File: config.mk
export PLATFORM = sky130hd
export DESIGN_NAME = frag_merge
export DESIGN_NICKNAME = d
export VERILOG_FILES = /design/src/rtl/frag_merge_pkg.sv /design/src/rtl/frag_merge_fifo.sv /design/src/rtl/frag_merge_hdr.sv /design/src/rtl/frag_merge_seq.sv /design/src/rtl/frag_merge.sv
export SDC_FILE = /design/constraint.sdc
export NUM_CORES = 2
export LEC_CHECK = 0
export ABC_AREA = 0
export BUFFER_PORTS_ARGS = -buffer_cell sky130_fd_sc_hd__buf_2
export CAP_MARGIN = 20
export CORE_MARGIN = 5
export CORE_UTILIZATION = 37
export CTS_BUF_LIST = sky130_fd_sc_hd__clkbuf_8
export DETAILED_ROUTE_END_ITERATION = 16
export PLACE_DENSITY_LB_ADDON = 0.2
export RECOVER_POWER = 50
export SLEW_MARGIN = 20
export SYNTH_ARGS = -nofsm -noshare
export SYNTH_HDL_FRONTEND = slang
export SYNTH_HIERARCHICAL = 1
export SYNTH_SLANG_ARGS = --single-unit
File: constraint.sdc
create_clock -name clk -period 9.1 [get_ports clk]
set_input_delay 0.455 -clock clk [delete_from_list [all_inputs] [get_ports clk]]
set_output_delay 0.455 -clock clk [all_outputs]
set_load 0.1 [all_outputs]
File: src/rtl/frag_merge_pkg.sv
package frag_merge_pkg;

  localparam logic [31:0] EOF_WORD = 32'hE0F0_0000;

  // Input header 1 field extraction
  function automatic logic [7:0] hdr_bunch(input logic [31:0] w);
    return w[15:8];
  endfunction

  function automatic logic [1:0] hdr_bufnum(input logic [31:0] w);
    return w[1:0];
  endfunction

  typedef enum logic [2:0] {
    ST_IDLE = 3'd0,
    ST_MH1  = 3'd1,
    ST_MH2  = 3'd2,
    ST_BODY = 3'd3,
    ST_EOF  = 3'd4
  } seq_state_e;

endpackage

File: src/rtl/frag_merge_fifo.sv
module frag_merge_fifo #(
  parameter int W      = 32,
  parameter int DEPTH  = 16,
  parameter int LDEPTH = 4
) (
  input  logic                             clk,
  input  logic                             rst_n,
  input  logic                             wr_valid,
  input  logic                             wr_last,
  input  logic [W-1:0]                     wr_data,
  output logic                             wr_ready,
  input  logic                             rd_pop,
  output logic [W-1:0]                     rd_data,
  output logic                             rd_last,
  output logic                             frag_avail,
  output logic [$clog2(DEPTH+1)-1:0]       frag_len
);

  localparam int AW  = $clog2(DEPTH);
  localparam int LW  = $clog2(DEPTH+1);
  localparam int LAW = $clog2(LDEPTH);
  localparam logic [AW:0]  FULL_CNT  = (AW+1)'(DEPTH);
  localparam logic [LAW:0] LFULL_CNT = (LAW+1)'(LDEPTH);

  logic [W:0]     mem  [DEPTH];
  logic [LW-1:0]  lmem [LDEPTH];

  logic [AW-1:0]  wp_q, wp_d, rp_q, rp_d;
  logic [AW:0]    cnt_q, cnt_d;
  logic [LAW-1:0] lwp_q, lwp_d, lrp_q, lrp_d;
  logic [LAW:0]   lcnt_q, lcnt_d;
  logic [LW-1:0]  wlen_q, wlen_d;

  logic push, pop, lpush, lpop;

  assign wr_ready   = (cnt_q != FULL_CNT) && (lcnt_q != LFULL_CNT);
  assign push       = wr_valid && wr_ready;
  assign pop        = rd_pop;
  assign lpush      = push && wr_last;
  assign lpop       = rd_pop && rd_last;

  assign rd_data    = mem[rp_q][W-1:0];
  assign rd_last    = mem[rp_q][W];
  assign frag_avail = (lcnt_q != '0);
  assign frag_len   = lmem[lrp_q];

  always_comb begin
    wp_d   = wp_q;
    rp_d   = rp_q;
    cnt_d  = cnt_q;
    lwp_d  = lwp_q;
    lrp_d  = lrp_q;
    lcnt_d = lcnt_q;
    wlen_d = wlen_q;
    if (push) begin
      wp_d   = (wp_q == AW'(DEPTH-1)) ? '0 : wp_q + 1'b1;
      wlen_d = wr_last ? '0 : wlen_q + 1'b1;
    end
    if (pop) begin
      rp_d = (rp_q == AW'(DEPTH-1)) ? '0 : rp_q + 1'b1;
    end
    if (push && !pop)      cnt_d = cnt_q + 1'b1;
    else if (!push && pop) cnt_d = cnt_q - 1'b1;
    if (lpush) lwp_d = (lwp_q == LAW'(LDEPTH-1)) ? '0 : lwp_q + 1'b1;
    if (lpop)  lrp_d = (lrp_q == LAW'(LDEPTH-1)) ? '0 : lrp_q + 1'b1;
    if (lpush && !lpop)      lcnt_d = lcnt_q + 1'b1;
    else if (!lpush && lpop) lcnt_d = lcnt_q - 1'b1;
  end

  always_ff @(posedge clk or negedge rst_n) begin
    if (!rst_n) begin
      wp_q   <= '0;
      rp_q   <= '0;
      cnt_q  <= '0;
      lwp_q  <= '0;
      lrp_q  <= '0;
      lcnt_q <= '0;
      wlen_q <= '0;
    end else begin
      wp_q   <= wp_d;
      rp_q   <= rp_d;
      cnt_q  <= cnt_d;
      lwp_q  <= lwp_d;
      lrp_q  <= lrp_d;
      lcnt_q <= lcnt_d;
      wlen_q <= wlen_d;
    end
  end

  // Storage arrays: no reset, written under their enables
  always_ff @(posedge clk) begin
    if (push)  mem[wp_q]   <= {wr_last, wr_data};
    if (lpush) lmem[lwp_q] <= wlen_q + 1'b1;
  end

endmodule

File: src/rtl/frag_merge_hdr.sv
module frag_merge_hdr #(
  parameter int         NCH    = 4,
  parameter int         W      = 32,
  parameter int         LW     = 5,
  parameter logic [3:0] VER    = 4'h2,
  parameter logic [3:0] SRC    = 4'hA,
  parameter logic [7:0] REGION = 8'h5C
) (
  input  logic [NCH-1:0] en,
  input  logic [7:0]     bunch [NCH],
  input  logic [1:0]     bufnum [NCH],
  input  logic [LW-1:0]  len [NCH],
  input  logic [7:0]     bc_shift,
  output logic [W-1:0]   mh1,
  output logic [W-1:0]   mh2
);

  logic        found;
  logic [7:0]  ref_bc;
  logic [1:0]  ref_buf;
  logic        bc_mis, buf_mis;
  logic [15:0] size;

  always_comb begin
    found   = 1'b0;
    ref_bc  = '0;
    ref_buf = '0;
    bc_mis  = 1'b0;
    buf_mis = 1'b0;
    size    = 16'd2;
    for (int c = 0; c < NCH; c++) begin
      if (en[c]) begin
        if (!found) begin
          found   = 1'b1;
          ref_bc  = bunch[c];
          ref_buf = bufnum[c];
        end else begin
          if (bunch[c] != ref_bc)   bc_mis  = 1'b1;
          if (bufnum[c] != ref_buf) buf_mis = 1'b1;
        end
        size = size + 16'(len[c]) + 16'd1;
      end
    end
    mh1 = W'({VER, SRC, REGION, 8'(ref_bc + bc_shift), 6'b0, ref_buf});
    mh2 = W'({size, 14'b0, buf_mis, bc_mis});
  end

endmodule

File: src/rtl/frag_merge_seq.sv
module frag_merge_seq
  import frag_merge_pkg::*;
#(
  parameter int NCH = 4,
  parameter int W   = 32
) (
  input  logic           clk,
  input  logic           rst_n,
  input  logic [NCH-1:0] en,
  input  logic [NCH-1:0] avail,
  input  logic [W-1:0]   mh1,
  input  logic [W-1:0]   mh2,
  input  logic [W-1:0]   head_data [NCH],
  input  logic [NCH-1:0] head_last,
  output logic [NCH-1:0] pop,
  output logic           out_valid,
  output logic [W-1:0]   out_data,
  output logic           out_last
);

  localparam int CHW = (NCH > 1) ? $clog2(NCH) : 1;

  seq_state_e     state_q, state_d;
  logic [CHW-1:0] ch_q, ch_d;
  logic [NCH-1:0] pen_q, pen_d;
  logic [W-1:0]   h1_q, h2_q;
  logic           hdr_load;
  logic           go;
  logic [CHW-1:0] first_ch, next_ch;
  logic           next_found;

  assign go = (|en) && ((en & ~avail) == '0);

  always_comb begin
    first_ch   = '0;
    next_ch    = '0;
    next_found = 1'b0;
    for (int c = NCH-1; c >= 0; c--) begin
      if (pen_q[c]) first_ch = CHW'(c);
    end
    for (int c = 0; c < NCH; c++) begin
      if (pen_q[c] && (CHW'(c) > ch_q) && !next_found) begin
        next_ch    = CHW'(c);
        next_found = 1'b1;
      end
    end
  end

  always_comb begin
    state_d   = state_q;
    ch_d      = ch_q;
    pen_d     = pen_q;
    hdr_load  = 1'b0;
    pop       = '0;
    out_valid = 1'b0;
    out_data  = '0;
    out_last  = 1'b0;
    unique case (state_q)
      ST_IDLE: begin
        if (go) begin
          hdr_load = 1'b1;
          pen_d    = en;
          state_d  = ST_MH1;
        end
      end
      ST_MH1: begin
        out_valid = 1'b1;
        out_data  = h1_q;
        state_d   = ST_MH2;
      end
      ST_MH2: begin
        out_valid = 1'b1;
        out_data  = h2_q;
        ch_d      = first_ch;
        state_d   = ST_BODY;
      end
      ST_BODY: begin
        out_valid  = 1'b1;
        out_data   = head_data[ch_q];
        pop[ch_q]  = 1'b1;
        if (head_last[ch_q]) state_d = ST_EOF;
      end
      ST_EOF: begin
        out_valid = 1'b1;
        out_data  = W'(EOF_WORD);
        if (next_found) begin
          ch_d    = next_ch;
          state_d = ST_BODY;
        end else begin
          out_last = 1'b1;
          state_d  = ST_IDLE;
        end
      end
      default: state_d = ST_IDLE;
    endcase
  end

  always_ff @(posedge clk or negedge rst_n) begin
    if (!rst_n) begin
      state_q <= ST_IDLE;
      ch_q    <= '0;
      pen_q   <= '0;
    end else begin
      state_q <= state_d;
      ch_q    <= ch_d;
      pen_q   <= pen_d;
    end
  end

  always_ff @(posedge clk) begin
    if (hdr_load) begin
      h1_q <= mh1;
      h2_q <= mh2;
    end
  end

endmodule

File: src/rtl/frag_merge.sv
module frag_merge
  import frag_merge_pkg::*;
#(
  parameter int         NCH       = 4,
  parameter int         W         = 32,
  parameter int         DEPTH     = 16,
  parameter int         LDEPTH    = 4,
  parameter logic [3:0] VER       = 4'h2,
  parameter logic [3:0] SRC       = 4'hA,
  parameter logic [7:0] REGION    = 8'h5C,
  parameter logic [7:0] SHIFT_RST = 8'd41
) (
  input  logic           clk,
  input  logic           rst_n,
  input  logic           ctl_we,
  input  logic [NCH-1:0] ctl_disable,
  input  logic [7:0]     ctl_bc_shift,
  input  logic [NCH-1:0] in_valid,
  input  logic [NCH-1:0] in_last,
  input  logic [NCH*W-1:0] in_data,
  output logic [NCH-1:0] in_ready,
  output logic           out_valid,
  output logic [W-1:0]   out_data,
  output logic           out_last
);

  localparam int LW = $clog2(DEPTH+1);

  logic [NCH-1:0] mask_q, mask_d;
  logic [7:0]     shift_q, shift_d;

  logic [W-1:0]   rd_data [NCH];
  logic [NCH-1:0] rd_last;
  logic [NCH-1:0] avail;
  logic [LW-1:0]  flen [NCH];
  logic [NCH-1:0] pop;
  logic [7:0]     h_bunch [NCH];
  logic [1:0]     h_buf [NCH];
  logic [W-1:0]   mh1, mh2;

  always_comb begin
    mask_d  = mask_q;
    shift_d = shift_q;
    if (ctl_we) begin
      mask_d  = ctl_disable;
      shift_d = ctl_bc_shift;
    end
  end

  always_ff @(posedge clk or negedge rst_n) begin
    if (!rst_n) begin
      mask_q  <= '0;
      shift_q <= SHIFT_RST;
    end else begin
      mask_q  <= mask_d;
      shift_q <= shift_d;
    end
  end

  for (genvar c = 0; c < NCH; c++) begin : g_ch
    frag_merge_fifo #(.W(W), .DEPTH(DEPTH), .LDEPTH(LDEPTH)) u_fifo (
      .clk        (clk),
      .rst_n      (rst_n),
      .wr_valid   (in_valid[c]),
      .wr_last    (in_last[c]),
      .wr_data    (in_data[c*W +: W]),
      .wr_ready   (in_ready[c]),
      .rd_pop     (pop[c]),
      .rd_data    (rd_data[c]),
      .rd_last    (rd_last[c]),
      .frag_avail (avail[c]),
      .frag_len   (flen[c])
    );
    assign h_bunch[c] = hdr_bunch(rd_data[c]);
    assign h_buf[c]   = hdr_bufnum(rd_data[c]);
  end

  frag_merge_hdr #(
    .NCH(NCH), .W(W), .LW(LW), .VER(VER), .SRC(SRC), .REGION(REGION)
  ) u_hdr (
    .en       (~mask_q),
    .bunch    (h_bunch),
    .bufnum   (h_buf),
    .len      (flen),
    .bc_shift (shift_q),
    .mh1      (mh1),
    .mh2      (mh2)
  );

  frag_merge_seq #(.NCH(NCH), .W(W)) u_seq (
    .clk       (clk),
    .rst_n     (rst_n),
    .en        (~mask_q),
    .avail     (avail),
    .mh1       (mh1),
    .mh2       (mh2),
    .head_data (rd_data),
    .head_last (rd_last),
    .pop       (pop),
    .out_valid (out_valid),
    .out_data  (out_data),
    .out_last  (out_last)
  );

endmodule

# Yosys cells after proc, flatten, opt, wreduce, memory -nomap -nowiden
# Memories as Yosys holds them, arrays and structs flattened.
# Index checks and enable logic that the tools add are counted.
word_totals:
  ff_bits: 149
  latchBits: 0
  ramBits: 2192
  rom_bits: 0
  inputBits: 151
  out_inout_bits: 38
  wordCells: 338
  mem_count: 8
mem_list:
  columns: ["name", "words", "word_bits", "rd", "rd_clocked_by_memory_dff", "wr", "line", "rtl"]
  rows:
  - ["g_ch[0].u_fifo.mem", 16, 33, 1, 0, 1, "frag_merge_fifo.sv:25", "logic [W:0] mem [DEPTH];"]
  - ["g_ch[1].u_fifo.mem", 16, 33, 1, 0, 1, "frag_merge_fifo.sv:25", null]
  - ["g_ch[2].u_fifo.mem", 16, 33, 1, 0, 1, "frag_merge_fifo.sv:25", null]
  - ["g_ch[3].u_fifo.mem", 16, 33, 1, 0, 1, "frag_merge_fifo.sv:25", null]
  - ["g_ch[0].u_fifo.lmem", 4, 5, 1, 0, 1, "frag_merge_fifo.sv:26", "logic [LW-1:0] lmem [LDEPTH];"]
  - ["g_ch[1].u_fifo.lmem", 4, 5, 1, 0, 1, "frag_merge_fifo.sv:26", null]
  - ["2 more memories", null, null, null, null, null, null, null]
classes:
  addsub: 45
  multipliers: 0
  n_div: 0
  order_cmp: 7
  eq_ne: 37
  shifts: 0
  muxes: 122
  bitwise: 4
  reduce_logical: 80
ops:
  columns: ["op", "n"]
  rows:
  - ["one-hot mux 32 bit (4 select lines)", 1]
  - ["adder 16 x 1 -> 16 bit (second input constant)", 4]
  - ["binary-select mux 32 bit (select 2 bit)", 1]
  - ["two-way mux 16 bit", 4]
  - ["two-way mux 32 bit", 2]
  - ["two-way mux 5 bit", 12]
  - ["two-way mux 8 bit", 7]
  - ["two-way mux 1 bit", 49]
  - ["adder 16 x 5 -> 16 bit", 3]
  - ["two-way mux 2 bit", 23]
  - ["logical AND 1 bit", 41]
  - ["adder 5 x 1 -> 5 bit (second input constant)", 8]
  - ["two-way mux 4 bit", 9]
  - ["adder 4 x 1 -> 4 bit (second input constant)", 8]
  - ["== test 4 bit (second input constant)", 8]
  - ["two-way mux 3 bit", 10]
  - ["!= test 8 bit", 3]
  - ["!= test 5 bit (second input constant)", 4]
  - ["subtractor 5 x 1 -> 5 bit (second input constant)", 4]
  - ["zero test 1 bit", 19]
  - ["nonzero test 2 bit", 9]
  - ["adder 2 x 1 -> 2 bit (second input constant)", 8]
  - ["== test 2 bit (second input constant)", 8]
  - ["one-hot mux 3 bit (5 select lines)", 1]
  - ["26 further kinds", 49]

# Longest topological paths before layout
depth:
  ltp_word: 14
  depth_mapped: 22
  ltp_nobuf: 21

# Hierarchy
# The synthesis kept the hierarchy.
modules_own_cells:
  columns: ["mod", "instances", "cells_per_inst", "area_per_inst_um2"]
  rows:
  - ["frag_merge_fifo (g_ch[2].u_fifo ...)", 2, 1027, 22281.4]
  - ["frag_merge_fifo (g_ch[0].u_fifo)", 1, 1025, 22288.9]
  - ["frag_merge_fifo (g_ch[1].u_fifo)", 1, 919, 22140.0]
  - ["frag_merge_seq", 1, 349, 4227.8]
  - ["frag_merge_hdr", 1, 374, 2536.2]
  - ["frag_merge", 1, 29, 503.0]

# Worst setup path before layout
# OpenSTA, ideal clock, no wires.
synth_path:
  path_type: "reg-to-reg"
  start: "register g_ch[0].u_fifo.lrp_q[0]"
  end: "register u_seq.h2_q[22] (data pin)"
  setup_time_ns: 0.268
  t_arrival_ns: 4.625
  setup_slack_ns: 4.207
  stages_incl_launch_ff: 22
  path_buffers: 1
  path_cell_list: "dfrtp_1 -> clkbuf_1 -> mux4_2 -> inv_1 -> ha_1 -> nand2_1 -> inv_1 -> fa_1 -> xnor2_1 -> mux2_2 -> ha_1 -> nor2b_1 -> o21ai_0 -> nor2b_1 -> xnor2_1 -> mux2_2 -> ha_1 -> o21ai_0 -> a21oi_1 -> nor4b_1 -> nor3_1 -> xor2_1"
synth_lines:
  columns: ["item", "line", "rtl"]
  rows:
  - ["start, declared", "frag_merge_fifo.sv:30", "logic [LAW-1:0] lwp_q, lwp_d, lrp_q, lrp_d;"]
  - ["start signal, assigned", "frag_merge_fifo.sv:84", "lrp_q <= lrp_d;"]
  - ["end signal, assigned", "frag_merge_seq.sv:113", "h2_q <= mh2;"]
  - ["end, declared", "frag_merge_seq.sv:26", "logic [W-1:0] h1_q, h2_q;"]

==> flow_metrics.env <==
export IMPL_finalMaxSlewViolations=135
export IMPL_rr_worst_depth=17
export IMPL_gr_usage_met1_pct=25.2
export IMPL_violations="capacitance limit, slew limit"
export IMPL_reg2reg_slack_ns=3.89
export IMPL_grt_pass1_wl_mm=357
export IMPL_routed_wl_mm=249
export IMPL_root_buffer="clkbuf_8"
export IMPL_top_usage_layer="met2"
export IMPL_drcViolationCount=0
export IMPL_numCtsBuffers=405
export IMPL_die_y_um=520
export IMPL_hold_end="g_ch[1].u_fifo/wlen_q[4]"
export IMPL_area_delta_synth_final_pct=14.4
export IMPL_via_count=48200
export IMPL_peakVddDrop_mv=0.277
export IMPL_clk_latency_ns=1.02
export IMPL_synth_edf_count=2256
export IMPL_dp_cells=8202
export IMPL_required_ns=8.65
export IMPL_syn_area_mm2=0.0963
export IMPL_grt_use_met2_pct=29.7
export IMPL_yosys_warnings=6
export IMPL_grt_total_usage_pct=18.0
export IMPL_grt_pass1_vias=49700
export IMPL_fp_coreArea_mm2=0.259
export IMPL_grt_use_met3_pct=3.07
export IMPL_io_pins=189
export IMPL_fmaxAchievable_ghz=0.160
export IMPL_timing_rr_end="u_seq/h1_q[15]"
export IMPL_grt_overflow_total=0
export IMPL_cp_arrival_ns=5.80
export IMPL_p_leak_nw=36.0
export IMPL_slew_headroom_pct=-249
export IMPL_synthDistinctLibCells=71
export IMPL_wire_per_inst_um=27.2
export IMPL_vias_per_cell=5.28
export IMPL_synth_ff_type="edfxtp_1"
export IMPL_clk_pin_slew_ns=0.06
export IMPL_critPathLaunchType="flop"
export IMPL_ys_seq_elements=2377
export IMPL_finClkSkew_ns=0.123
export IMPL_rsz0062_at_grt="false"
export IMPL_yosys_top_cells_area="edfxtp_1 70%, mux4_2 14%, dfrtp_1 3.1%"
export IMPL_dieArea_mm2=0.270
export IMPL_holdCritPathClass="input port to flop"
export IMPL_io_buffers=188
export IMPL_synthCells=4750
export IMPL_critPathKind="flop to primary output"
export IMPL_synth_area_per_cell_um2=20.3
export IMPL_setup_viol=0
export IMPL_synth_most_common_cell="edfxtp_1"
export IMPL_die_x_um=520
export IMPL_initial_core_util_pct=37.1
export IMPL_rows=187
export IMPL_synth_top_area_cell="edfxtp_1"
export IMPL_dp_hpwl_mm=142
export IMPL_antenna_found_initial=43
export IMPL_critPathMaxStageDelay_ns=1.02
export IMPL_outcome="finished with violations"
export IMPL_cts_sinks=2377
export IMPL_r2r_start="g_ch[0].u_fifo/rp_q[0]"
export IMPL_async_flop_share_pct=5.09
export IMPL_grt_max_degree=106
export IMPL_postCtsSetupRepairBufs=0
export IMPL_cp_cell_sequence="buf_12 > mux4_2 > nor2b_1 > a211oi_1 > a21oi_1 > mux4_2 > a21oi_1 > nor3_1 > buf_2"
export IMPL_drt_iter0_drc=3935
export IMPL_clock_path_buffers=4
export IMPL_gp_congestion=0.779
export IMPL_synth_common_cells="2256 x edfxtp_1, 601 x mux4_2, 187 x a21oi_1, 128 x inv_1"
export IMPL_place_ws_ns=3.67
export IMPL_drv_cap=2
export IMPL_min_path_cells=4
export IMPL_drt_pass1_iter_count=5
export IMPL_hold_violations=0
export IMPL_worstMarginPinSlew_ns=5.23
export IMPL_whs_ns=0.140
export IMPL_worstHoldStart="in_valid[1]"
export IMPL_powerDensity_mw_per_mm2=324
export IMPL_setup_tns_ns=0
export IMPL_instances_no_fill=9129
export IMPL_drive_gt1_share_pct=24.5
export IMPL_setup_slack_ns=2.84
export IMPL_antenna_left=0
export IMPL_synth_top_area_share_pct=70.4
export IMPL_finalCritPeriodShare_pct=68.8
export IMPL_htreeDepth=5
export IMPL_synth_sequential_area_ratio_pct=73.5
export IMPL_cts_tree="built"
export IMPL_slowest_stage="dfrtp_4"
export IMPL_crit_path_end_kind="primary output"
export IMPL_cp_max_fo=63
export IMPL_fillCellCount=22800
export IMPL_nets=5621
export IMPL_period_needed_ns=6.26
[worst max-delay path: cells and delay by family (launching register included)]
family | cells | cell delay, ns
compound gates | 3 | 0.86
flops | 1 | 1.02
simple gates | 2 | 1.11
buf+inv | 2 | 1.10
mux | 2 | 0.72
[per-layer routing]
metal / part of all wire (%) / vias to the layer above
met5: 0.023 / -
met4: 2.3 / 10
met3: 5.3 / 370
met2: 49 / 1321
met1: 44 / 25800
li1: - / 20700
[worst max-delay path by stage]
stage	endpoint	start	depth (start not counted)	slack, ns
after global placement	out_data[1]	g_ch[3].u_fifo/rp_q[0]	9	3.63
after detailed placement	out_data[10]	g_ch[2].u_fifo/rp_q[0]	9	3.67
after global routing	g_ch[2].u_fifo/rp_q[2]	rst_n	2	2.27
after floorplan	u_seq/h2_q[22]	g_ch[0].u_fifo/lrp_q[0]	21	4.21
after CTS	out_data[10]	g_ch[2].u_fifo/rp_q[0]	9	2.62
final	out_data[1]	g_ch[3].u_fifo/rp_q[0]	9	2.84
[power by group]
part	internal, mW	switching (mW)	leakage (nW)
clock network	4.65	4.34	4.36
registers	13.3	0.953	21.8
logic	4.85	7.53	9.82
total	22.8	12.8	36.0
[logic make-up after synthesis]
family | Yosys count | synth area share [%]
flops | 2377 | 73.5
fa+ha+maj | 103 | 1.43
other cells | 2 | 0.00780
compound gates | 482 | 3.06
buf+inv | 421 | 2.13
simple gates | 497 | 2.78
mux | 782 | 16.3
xor+xnor | 86 | 0.783
[per-stage QoR]
step           area [µm²]  util, %  power [mW]
2_1_floorplan       96400        -        22.9
3_3_place_gp       101000     39.0        26.9
3_5_place_dp       101000     39.0        27.0
4_1_cts            110000     42.5        36.2
5_1_grt            110000     42.5        37.4
6_report           110000     42.5        35.7
[cell usage in the layout (no fill, tap or decap), drive strengths merged, types with 69 or more instances in the layout]
cell type       n
edfxtp       2256
mux4          613
clkbuf        550
inv           281
a21oi         187
buf           166
dlygate4sd3   159
clkinv        158
nand2         118
dfrtp         118
nor2b         116
mux2i         115
o21ai         106
a211oi         98
ha             91
and2           69
[layout make-up]
class | instances | area [µm²] | share of cell area, %
Timing Repair Buffer | 461 | 3310 | 3.00
Inverter | 128 | 480 | 0.436
Sequential cell | 2377 | 70800 | 64.3
Clock inverter | 329 | 1830 | 1.66
Antenna cell | 24 | 60.1 | 0.0545
Clock buffer | 414 | 5700 | 5.18
Tap cell | 3402 | 4260 | 3.87
Multi-Input combinational cell | 1994 | 23600 | 21.5
[state kept, by name (all words and copies together), names as in the netlist]
register,cells
g_ch.u_fifo/mem,2112
g_ch.u_fifo/lmem,80
u_seq/h1_q,32
u_seq/h2_q,32
g_ch.u_fifo/cnt_q,20
g_ch.u_fifo/wlen_q,20
g_ch.u_fifo/rp_q,16
g_ch.u_fifo/wp_q,16
g_ch.u_fifo/lcnt_q,12
g_ch.u_fifo/lrp_q,8
g_ch.u_fifo/lwp_q,8
shift_q,8
mask_q,4
u_seq/pen_q,4
u_seq/state_q,3
u_seq/ch_q,2
[repair_timing]
| action | 4_1_cts | 5_1_grt |
|---|---|---|
| hold buffers | 159 | 0 |
| resized for setup | 0 | 0 |
| hold endpoints to repair | 2212 | 0 |
(Power assumes the default switching activity.)
